--- src/rtl/clksyn_pkg.sv ---
package clksyn_pkg;

  typedef enum logic [2:0] {
    ST_IDLE,
    ST_BLANK,
    ST_SETTLE,
    ST_STRB,
    ST_POST,
    ST_FINAL
  } clksyn_state_t;

  // cycles for a delay in microseconds, never less than one
  function automatic int us_to_cyc(input longint hz, input longint us);
    longint c;
    c = (hz * us) / 64'd1000000;
    if (c < 1) c = 1;
    return int'(c);
  endfunction

  function automatic int max4(input int a, input int b, input int c, input int d);
    int m;
    m = a;
    if (b > m) m = b;
    if (c > m) m = c;
    if (d > m) m = d;
    return m;
  endfunction

endpackage

--- src/rtl/clksyn_timer.sv ---
module clksyn_timer #(
  parameter int CW = 8
) (
  input  logic          clk,
  input  logic          rst_n,
  input  logic          load,
  input  logic [CW-1:0] load_val,
  output logic          expired
);
  logic [CW-1:0] cnt_q;

  always_ff @(posedge clk or negedge rst_n) begin
    if (!rst_n)              cnt_q <= '0;
    else if (load)           cnt_q <= load_val;
    else if (cnt_q != '0)    cnt_q <= cnt_q - 1'b1;
  end

  assign expired = (cnt_q == '0);
endmodule

--- src/rtl/clksyn_frame.sv ---
module clksyn_frame #(
  parameter int LOC_W    = 5,
  parameter int WORD_W   = 13,
  parameter int CTL_W    = 8,
  parameter int DATA_BIT = 2,
  parameter int CLK_BIT  = 3,
  parameter int IDX_W    = 6
) (
  input  logic              clk,
  input  logic              rst_n,
  input  logic              load,
  input  logic [LOC_W-1:0]  loc,
  input  logic [WORD_W-1:0] word,
  input  logic [IDX_W-1:0]  idx,
  output logic [CTL_W-1:0]  val
);
  localparam int FB = 3 + LOC_W + WORD_W;

  logic [FB-1:0] vec_q;

  // preamble 1,0,0 sits in the low bits and goes out first
  always_ff @(posedge clk or negedge rst_n) begin
    if (!rst_n)    vec_q <= '0;
    else if (load) vec_q <= {word, loc, 3'b001};
  end

  // port value for strobe step i: step 0 -> 0, step 1 -> 1,
  // then two steps per frame bit (clock low, clock high)
  function automatic logic [CTL_W-1:0] step_ctl(input logic [IDX_W-1:0] i,
                                                input logic [FB-1:0] v);
    logic [CTL_W-1:0] r;
    logic [FB-1:0]    sh;
    int               j;
    r = '0;
    if (i != '0) begin
      r[0] = 1'b1;
      if (int'(i) >= 2) begin
        j  = int'(i) - 2;
        sh = v >> (j >> 1);
        r[DATA_BIT] = sh[0];
        r[CLK_BIT]  = j[0];
      end
    end
    return r;
  endfunction

  assign val = step_ctl(idx, vec_q);
endmodule

--- src/rtl/clksyn_prog.sv ---
module clksyn_prog
  import clksyn_pkg::*;
#(
  parameter int     LOC_W     = 5,
  parameter int     WORD_W    = 13,
  parameter int     CTL_W     = 8,
  parameter int     SEL_W     = 4,
  parameter int     DATA_BIT  = 2,
  parameter int     CLK_BIT   = 3,
  parameter int     STB_BIT   = 6,
  parameter longint CLK_HZ    = 125000000,
  parameter longint BLANK_US  = 15000,
  parameter longint SETTLE_US = 26,
  parameter longint POST_US   = 1000,
  parameter longint FINAL_US  = 50000
) (
  input  logic              clk,
  input  logic              rst_n,
  input  logic              start,
  input  logic [LOC_W-1:0]  loc_addr,
  input  logic [WORD_W-1:0] prog_word,
  input  logic [CTL_W-1:0]  ctl_in,
  output logic [CTL_W-1:0]  ctl_out,
  output logic              blank_req,
  output logic              done
);
  localparam int FRAME_BITS = 3 + LOC_W + WORD_W;
  localparam int NSTEP      = 2 + 2 * FRAME_BITS;
  localparam int IDX_W      = $clog2(NSTEP + 1);
  localparam int BLANK_CYC  = us_to_cyc(CLK_HZ, BLANK_US);
  localparam int SETTLE_CYC = us_to_cyc(CLK_HZ, SETTLE_US);
  localparam int POST_CYC   = us_to_cyc(CLK_HZ, POST_US);
  localparam int FINAL_CYC  = us_to_cyc(CLK_HZ, FINAL_US);
  localparam int MAX_CYC    = max4(BLANK_CYC, SETTLE_CYC, POST_CYC, FINAL_CYC);
  localparam int CNT_W      = $clog2(MAX_CYC + 1);

  localparam logic [CNT_W-1:0] BLANK_LD  = CNT_W'(BLANK_CYC - 1);
  localparam logic [CNT_W-1:0] SETTLE_LD = CNT_W'(SETTLE_CYC - 1);
  localparam logic [CNT_W-1:0] POST_LD   = CNT_W'(POST_CYC - 1);
  localparam logic [CNT_W-1:0] FINAL_LD  = CNT_W'(FINAL_CYC - 1);
  localparam logic [IDX_W-1:0] LAST_IDX  = IDX_W'(NSTEP - 1);
  localparam logic [CTL_W-1:0] STB_MASK  = CTL_W'(1) << STB_BIT;

  clksyn_state_t    st_q;
  logic [IDX_W-1:0] step_q;
  logic [IDX_W-1:0] step_idx;
  logic [CTL_W-1:0] step_val;
  logic [CTL_W-1:0] orig_q;
  logic [SEL_W-1:0] sel_q;
  logic             t_load;
  logic [CNT_W-1:0] t_val;
  logic             t_zero;

  // named events for the checker
  logic start_acc;
  logic busy_w;
  assign busy_w    = (st_q != ST_IDLE);
  assign start_acc = start && !busy_w;

  // in the strobe cycle, look one step ahead
  assign step_idx = (st_q == ST_STRB) ? step_q + 1'b1 : step_q;

  clksyn_frame #(
    .LOC_W(LOC_W), .WORD_W(WORD_W), .CTL_W(CTL_W),
    .DATA_BIT(DATA_BIT), .CLK_BIT(CLK_BIT), .IDX_W(IDX_W)
  ) u_frame (
    .clk(clk), .rst_n(rst_n), .load(start_acc),
    .loc(loc_addr), .word(prog_word), .idx(step_idx), .val(step_val)
  );

  clksyn_timer #(.CW(CNT_W)) u_timer (
    .clk(clk), .rst_n(rst_n), .load(t_load), .load_val(t_val), .expired(t_zero)
  );

  always_comb begin
    t_load = 1'b0;
    t_val  = SETTLE_LD;
    unique case (st_q)
      ST_IDLE:   if (start_acc) begin t_load = 1'b1; t_val = BLANK_LD; end
      ST_BLANK:  if (t_zero)    begin t_load = 1'b1; t_val = SETTLE_LD; end
      ST_STRB:   begin
                   t_load = 1'b1;
                   t_val  = (step_q == LAST_IDX) ? POST_LD : SETTLE_LD;
                 end
      ST_POST:   if (t_zero)    begin t_load = 1'b1; t_val = FINAL_LD; end
      default:   ;
    endcase
  end

  always_ff @(posedge clk or negedge rst_n) begin
    if (!rst_n) begin
      st_q      <= ST_IDLE;
      step_q    <= '0;
      orig_q    <= '0;
      sel_q     <= '0;
      ctl_out   <= '0;
      blank_req <= 1'b0;
      done      <= 1'b0;
    end else begin
      done <= 1'b0;
      unique case (st_q)
        ST_IDLE: if (start_acc) begin
          orig_q    <= ctl_in;
          sel_q     <= loc_addr[SEL_W-1:0];
          step_q    <= '0;
          ctl_out   <= '0;
          blank_req <= 1'b1;
          st_q      <= ST_BLANK;
        end
        ST_BLANK: if (t_zero) begin
          ctl_out <= step_val;
          st_q    <= ST_SETTLE;
        end
        ST_SETTLE: if (t_zero) begin
          ctl_out <= step_val | STB_MASK;
          st_q    <= ST_STRB;
        end
        ST_STRB: begin
          if (step_q == LAST_IDX) begin
            ctl_out <= ctl_out & ~STB_MASK;
            st_q    <= ST_POST;
          end else begin
            step_q  <= step_idx;
            ctl_out <= step_val;
            st_q    <= ST_SETTLE;
          end
        end
        ST_POST: if (t_zero) begin
          blank_req <= 1'b0;
          ctl_out   <= orig_q | STB_MASK;
          st_q      <= ST_FINAL;
        end
        ST_FINAL: if (t_zero) begin
          ctl_out <= CTL_W'(sel_q) | STB_MASK;
          done    <= 1'b1;
          st_q    <= ST_IDLE;
        end
        default: st_q <= ST_IDLE;
      endcase
    end
  end
endmodule

--- config.mk ---
export PLATFORM = sky130hd
export DESIGN_NAME = clksyn_prog
export DESIGN_NICKNAME = d
export VERILOG_FILES = /design/src/rtl/clksyn_pkg.sv /design/src/rtl/clksyn_timer.sv /design/src/rtl/clksyn_frame.sv /design/src/rtl/clksyn_prog.sv
export SDC_FILE = /design/constraint.sdc
export NUM_CORES = 1
export LEC_CHECK = 0
export BUFFER_PORTS_ARGS = -buffer_cell sky130_fd_sc_hd__buf_2
export CORE_MARGIN = 4
export CORE_UTILIZATION = 25
export DETAILED_ROUTE_END_ITERATION = 6
export PLACE_DENSITY = 0.46
export RECOVER_POWER = 50
export SKIP_CTS_REPAIR_TIMING = 1
export SLEW_MARGIN = 20
export SYNTH_ARGS = -nofsm -noshare
export SYNTH_HDL_FRONTEND = slang
export SYNTH_SLANG_ARGS = --single-unit
--- constraint.sdc ---
create_clock -name clk -period 5.9 [get_ports clk]
set_input_delay 0.885 -clock clk [delete_from_list [all_inputs] [get_ports clk]]
set_output_delay 0.885 -clock clk [all_outputs]
set_load 0.01 [all_outputs]
Word-level counts from Yosys, hierarchy flattened
Cells that the tools add are included.
Storage, ports and cells
  word-level logic and storage cells: 79
  bits in registers: 73
  bits of input ports: 29
Operators by class
  shift operators: 1
  mux-type cells: 34
  add/sub/neg operators: 3
  magnitude comparators: 1
  reduce and logical (&&, ||, !) cells: 18
  equal/unequal tests: 12
Operator list (number)
  23-bit 2-to-1 mux: 3
  23-bit one-hot mux with 3 select lines: 1
  8-bit 2-to-1 mux: 6
  8-bit one-hot mux with 6 select lines: 1
  21-bit by 31-bit right shift with 1-bit output: 1
  23-bit logical NOT: 1
  23-bit nonzero test: 1
  23-bit by 1-bit subtractor with 23-bit output (second input constant): 1
  21-bit 2-to-1 mux: 1
  3-bit 2-to-1 mux: 6
  6-bit 2-to-1 mux: 3
  3-bit one-hot mux with 6 select lines: 1
  17-bit 2-to-1 mux: 1
  2-bit inequality test (second input constant): 6
  6-bit one-hot mux with 2 select lines: 1
  6-bit nonzero test: 2
  7-bit AND reduction: 1
  6-bit by 2-bit subtractor with 7-bit output (second input constant): 1
  6-bit by 1-bit adder with 6-bit output (second input constant): 1
  3-bit by 2-bit == test with 1-bit output (second input constant): 2
  3-bit == test (second input constant): 2
  6-bit == test (second input constant): 1
  6-bit by 2-bit >= comparator with 1-bit output (second input constant): 1
  1-bit 2-to-1 mux: 6
  other kinds (14): 18

Depth between registers and ports, before layout
  depth after elaboration: 8
  mapped depth: 13

By module
Synthesis repeated with hierarchy kept, for this count alone.
Unflattened totals
  cell total of the unflattened synthesis: 404
  area, all modules: 4023.9 um^2
Modules (own cells, without submodules)
  clksyn_prog: area each 1656.6 um^2, cells each 181, instances 1, seq. area each 750.7 um^2
  clksyn_timer: area each 1305.0 um^2, cells each 137, instances 1, seq. area each 575.6 um^2
  clksyn_frame: area each 1062.3 um^2, cells each 86, instances 1, seq. area each 475.5 um^2

Least setup slack after synthesis
OpenSTA, ideal clock, no wires.
  path type: reg-to-reg
  from: register st_q[2]
  to: register ctl_out[2]
  period minus slack after synthesis: 2.849 ns
  arrival: 2.729 ns
  library setup time: 0.120 ns
  cell stages (with the launch flop): 13
  data required time: 5.780 ns
  buffers on the path: 3
  slack: 3.051 ns
  path through: dfrtp_1 > buf_2 > nand3b_1 > mux2i_1 > clkbuf_1 > ha_1 > buf_1 > mux2i_1 > nor2_1 > nor2_1 > nand2_1 > a311o_1 > a31o_1
On the way
  cells in the longest elaborated chain, start to end: 8
  elaborated cells on any way between the ends: 28
RTL lines
  start, declared: line clksyn_prog.sv:44  | clksyn_state_t st_q;
  start signal, assigned: line clksyn_prog.sv:92  | st_q <= ST_IDLE;
  start signal, assigned: line clksyn_prog.sv:108  | st_q <= ST_BLANK;
  start signal, assigned: line clksyn_prog.sv:112  | st_q <= ST_SETTLE;
  3-bit by 2-bit == test with 1-bit output: line clksyn_prog.sv:61, clksyn_prog.sv:101
  6-bit 2-to-1 mux: line clksyn_prog.sv:61  | assign step_idx = (st_q == ST_STRB) ? step_q + 1'b1 : step_q;
  6-bit by 2-bit subtractor with 7-bit output: line clksyn_frame.sv:38  | j = int'(i) - 2;
  21-bit by 31-bit right shift with 1-bit output: line clksyn_frame.sv:39  | sh = v >> (j >> 1);
  2-bit 2-to-1 mux: line clksyn_frame.sv:37  | if (int'(i) >= 2) begin
  2-bit 2-to-1 mux: line clksyn_frame.sv:35  | if (i != '0) begin
  8-bit 2-to-1 mux, on equally long branches: line clksyn_prog.sv:119, clksyn_prog.sv:110, clksyn_prog.sv:114
  8-bit one-hot mux with 6 select lines: line clksyn_prog.sv:101  | unique case (st_q)
  end signal, assigned: line clksyn_prog.sv:111  | ctl_out <= step_val;
  end signal, assigned: line clksyn_prog.sv:120  | ctl_out <= ctl_out & ~STB_MASK;
  end signal, assigned: line clksyn_prog.sv:124  | ctl_out <= step_val;
  end, declared: line clksyn_prog.sv:23  | output logic [CTL_W-1:0] ctl_out,
Parallel ways exist; a longest one is shown, timed or not. The select of a mux whose other input is x is not followed.
A chain may end at the register's enable or synchronous reset.

Worst setup path in the final report
  from: register st_q[0]
  to: register ctl_out[2]
Same word-level chain as after synthesis.

==> summary.txt <==
Finish
  • Non-filler cells, final: about 650
  • Total of fill cells in the finished design: approximately 1600
  • Layout cells sized above 1: 13.98%
  • Register area: around 1700 sq um
  • Final net count: 494
  • Synth-to-layout area growth: 17.56%
  • ANT cells: 0
  • Design area: approximately 4400 sq um
  • Area of the multi-input gates: roughly 1900 sq um

Synthesis
  • Xor/xnor cell area share of the yosys netlist: 5.465%
  • Register area share after synthesis: ~45%
  • Mapped Area: 3777 sq um
  • Synthesized area per cell: between 8 and 9 sq um
  • Synth Area in Simple Gates: 24.68%
  • Post-Syn Nets: 465
  • Yosys top cell by area: dfrtp_1
  • Area share of the largest cell type after synthesis: around 45%
  • Dominant synthesized flop cell: dfrtp_1
  • Async set or reset register ratio after synthesis: 100.0%
  • Syn Inst Count: 431
  • Yosys reg bits: around 70
  • Main combinational cell family by area after synthesis: simple AND/OR/NAND/NOR gates
  • Yosys Warn Count: 0
  • Post-synthesis adder-cell area fraction: approximately 1.7%
  • Synth unique cells: 65
  • Largest cells by area after synthesis: dfrtp_1, nand2_1, nor2_1
  • Compound-gate portion of the synthesized area: between 10 and 15%
  • Number of synthesized flops with an enable pin: 0
  • Mux share of post-synthesis cell area: 5.035%

Die
  • Die Width: around 130 microns
  • Core ar.: approximately 15000 sq um
  • I/O Pins: 39
  • Die height: around 130 microns
  • Row count: 44
  • Die footprint: approximately 17000 sq um
  • Initial Utilization: 25.79%

Worst setup path
  • CP max-delay cell: dfrtp_1
  • Worst reg-to-reg setup slack: between 2 and 2.5 ns
  • Data required time of the critical path: 6.12 ns
  • CP peak stage delay: 0.80 ns
  • Worst path cell trace: nand3b_1, inv_1, nand2_1, xnor2_1, ha_1, mux2_2, a311oi_1, o31ai_1, a31o_1
  • Crit path kind: flip-flop to flip-flop
  • Crit. End Element: flip-flop
  • Crit Path Max Fanout: 21
  • Crit path launch type: flip-flop
  • Reg2Reg Launch Point: st_q[0]
  • R2R depth: 9
  • Delay-heaviest family, CP: flip-flops
  • R2R Path End: ctl_out[2]
  • Crit path DAT: 3.89 ns
  • Crit path launch: st_q[0]
  • Worst path bufs/invs: 1

Global routing
  • Antenna violations before repair: 0
  • Number of global-route vias before repair: between 3000 and 4000
  • Met2 Usage GRT: approximately 18%
  • Met1 Resource Use GR: around 16%
  • First-pass GRT wire length: approximately 16000 microns
  • Largest net degree at the start of global routing: 69
  • M3 GR Usage: under 10%
  • GR peak layer: met2
  • GRT Resource Usage Total: a little under an eighth
  • Total global routing overflow: 0

Placement
  • Port Buffers: 37
  • Placed Instance Area: just over 4000 sq um
  • Cells after DPL: ~630
  • HPWL after DPL: about 6500 microns
  • Routability-driven placement congestion ratio: roughly 0.80

Pwr
  • Leak Pwr: just over 0.002 uW
  • Max VDD drop: approximately 0.11 mV
  • Power Dens Cells: between 300 and 400 nW/um^2

Timing
  • Max Slew Vio Count: 0
  • Fin Setup TNS: 0 ns
  • Final min period: around 3.7 ns
  • Tcrit/Tclk final: between 60% and 70%
  • Fmax: roughly 270 MHz
  • Final setup violating endpoints: 0
  • Clock skew: 0.006827 ns
  • Worst-margin pin slew: just over 1 ns
  • Relative slew margins: around a third
  • Final Hold Fails: 0
  • RSZ-0062 raised after global routing: false

Clock tree
  • H-tree depth: 3
  • Root buffer cell: clkbuf_16
  • Clock Latency Late Sink: 0.33 ns
  • TritonCTS Buffers: 9
  • Clock slew at reported path FFs: roughly 0.06 ns
  • Clk buf depth: 2
  • Clock sink count: just under 70
  • TritonCTS clock tree: yes

Run status
  • Status: completed

Drt
  • Initial DRC Count: ~200
  • Final ANT Viol Nets: 0
  • WL/cell: 14.52 microns
  • Via density: between 4 and 5
  • 1st-pass router iterations: 4
  • Via count: 3110
  • Detailed Route WL: roughly 9400 microns
  • Residual DRC: 0

Hold path
  • Hold EP: u_frame.vec_q[0]
  • Type of the worst min-delay path: flip-flop to flip-flop
  • WHS Path Cells: 1
  • Hold path startpoint: u_frame.vec_q[0]

Flow run
  • Max-Cap Viols: 0
-- per-stage QoR --
stage / utilization, % / power, uW / hold WS [ns] / setup WS (ns)
after floorplan: - / 756.1 / 0.4346 / 3.051
after global placement: 28.19 / 822.8 / 0.4539 / 2.114
after detailed placement: 28.19 / 827.2 / 0.4560 / 2.155
after CTS: 30.37 / 1419 / 0.4733 / 2.197
after global routing: 30.32 / 1477 / 0.4924 / 1.906
final: 30.32 / 1402 / 0.4721 / 2.224
-- sequential cells by signal (all words and copies together) (netlist names) --
| name | cells |
|---|---|
| blank_req | 1 |
| ctl_out | 8 |
| done | 1 |
| orig_q | 7 |
| sel_q | 4 |
| st_q | 3 |
| step_q | 6 |
| u_frame.vec_q | 15 |
| u_timer.cnt_q | 23 |
-- cell families (layout without fill, tap and decap cells) --
family,after synthesis,after routing
flip-flops,68,68
buffers and inverters,33,67
multiplexers,16,16
AND/OR/NAND/NOR,204,204
AO/OA/AOI/OAI,83,83
XOR/XNOR,22,22
adder cells (fa/ha/maj),5,5
-- layout make-up --
| type | count | area share [%] |
|---|---|---|
| clock buffers | 12 | 5.551 |
| clock inverters | 4 | 1.634 |
| inverters | 10 | 0.8453 |
| multi-input cells | 330 | 43.76 |
| flip-flops and latches | 68 | 38.32 |
| well taps | 184 | 5.185 |
| repair buffers | 41 | 4.706 |
-- synthesized netlist by cell type (all sizes together) (6+ instances only) --
cell type,count
nand2,117
dfrtp,68
nor2,30
o21ai,22
a21oi,16
clkbuf,15
nor3,12
xnor2,11
inv,10
mux2i,10
xor2,10
buf,8
nand3,8
nor4,6
o21a,6
-- routing by layer --
metal | vias to the layer above | part of all wire, % | wire [microns]
li1 | 1548 | - | -
met1 | 1480 | 49 | 4631
met2 | 72 | 45 | 4259
met3 | 10 | 4.3 | 409
met4 | 0 | 1.3 | 120
met5 | - | 0 | 0
-- layout by cell type, fill, tap and decap left out, types with 3 or more instances in the layout --
cell and instances:
a21o_1 5, a21oi_1 15, a31oi_1 3, and2_1 3, buf_2 32, buf_4 4, clkbuf_1 7, clkbuf_16 9
dfrtp_1 68, ha_1 5, inv_1 10, mux2_2 4, mux2i_1 10, nand2_1 117, nand2b_1 4, nand3_1 8
nand3b_1 3, nand4_1 3, nor2_1 29, nor2b_1 3, nor3_1 10, nor4_1 4, o211ai_1 3, o21a_1 6
o21ai_0 18, o21ai_1 4, o31ai_1 5, or3_1 5, xnor2_1 11, xor2_1 10
-- worst max path at each step --
stage | slack, ns | cells past startpoint | to
detailed placement | 2.16 | 8 | ctl_out[2]
global placement | 2.11 | 8 | ctl_out[2]
finish | 2.22 | 9 | ctl_out[2]
floorplan | 3.05 | 12 | ctl_out[2]
CTS | 2.20 | 9 | ctl_out[2]
global route | 1.91 | 9 | ctl_out[2]
-- where the power goes --
part	total (uW)	internal [uW]	switching, uW
clock network	585	381	204
logic	215	106	109
registers	602	537	65.3
Note: power is estimated with default switching activity, not from simulation.
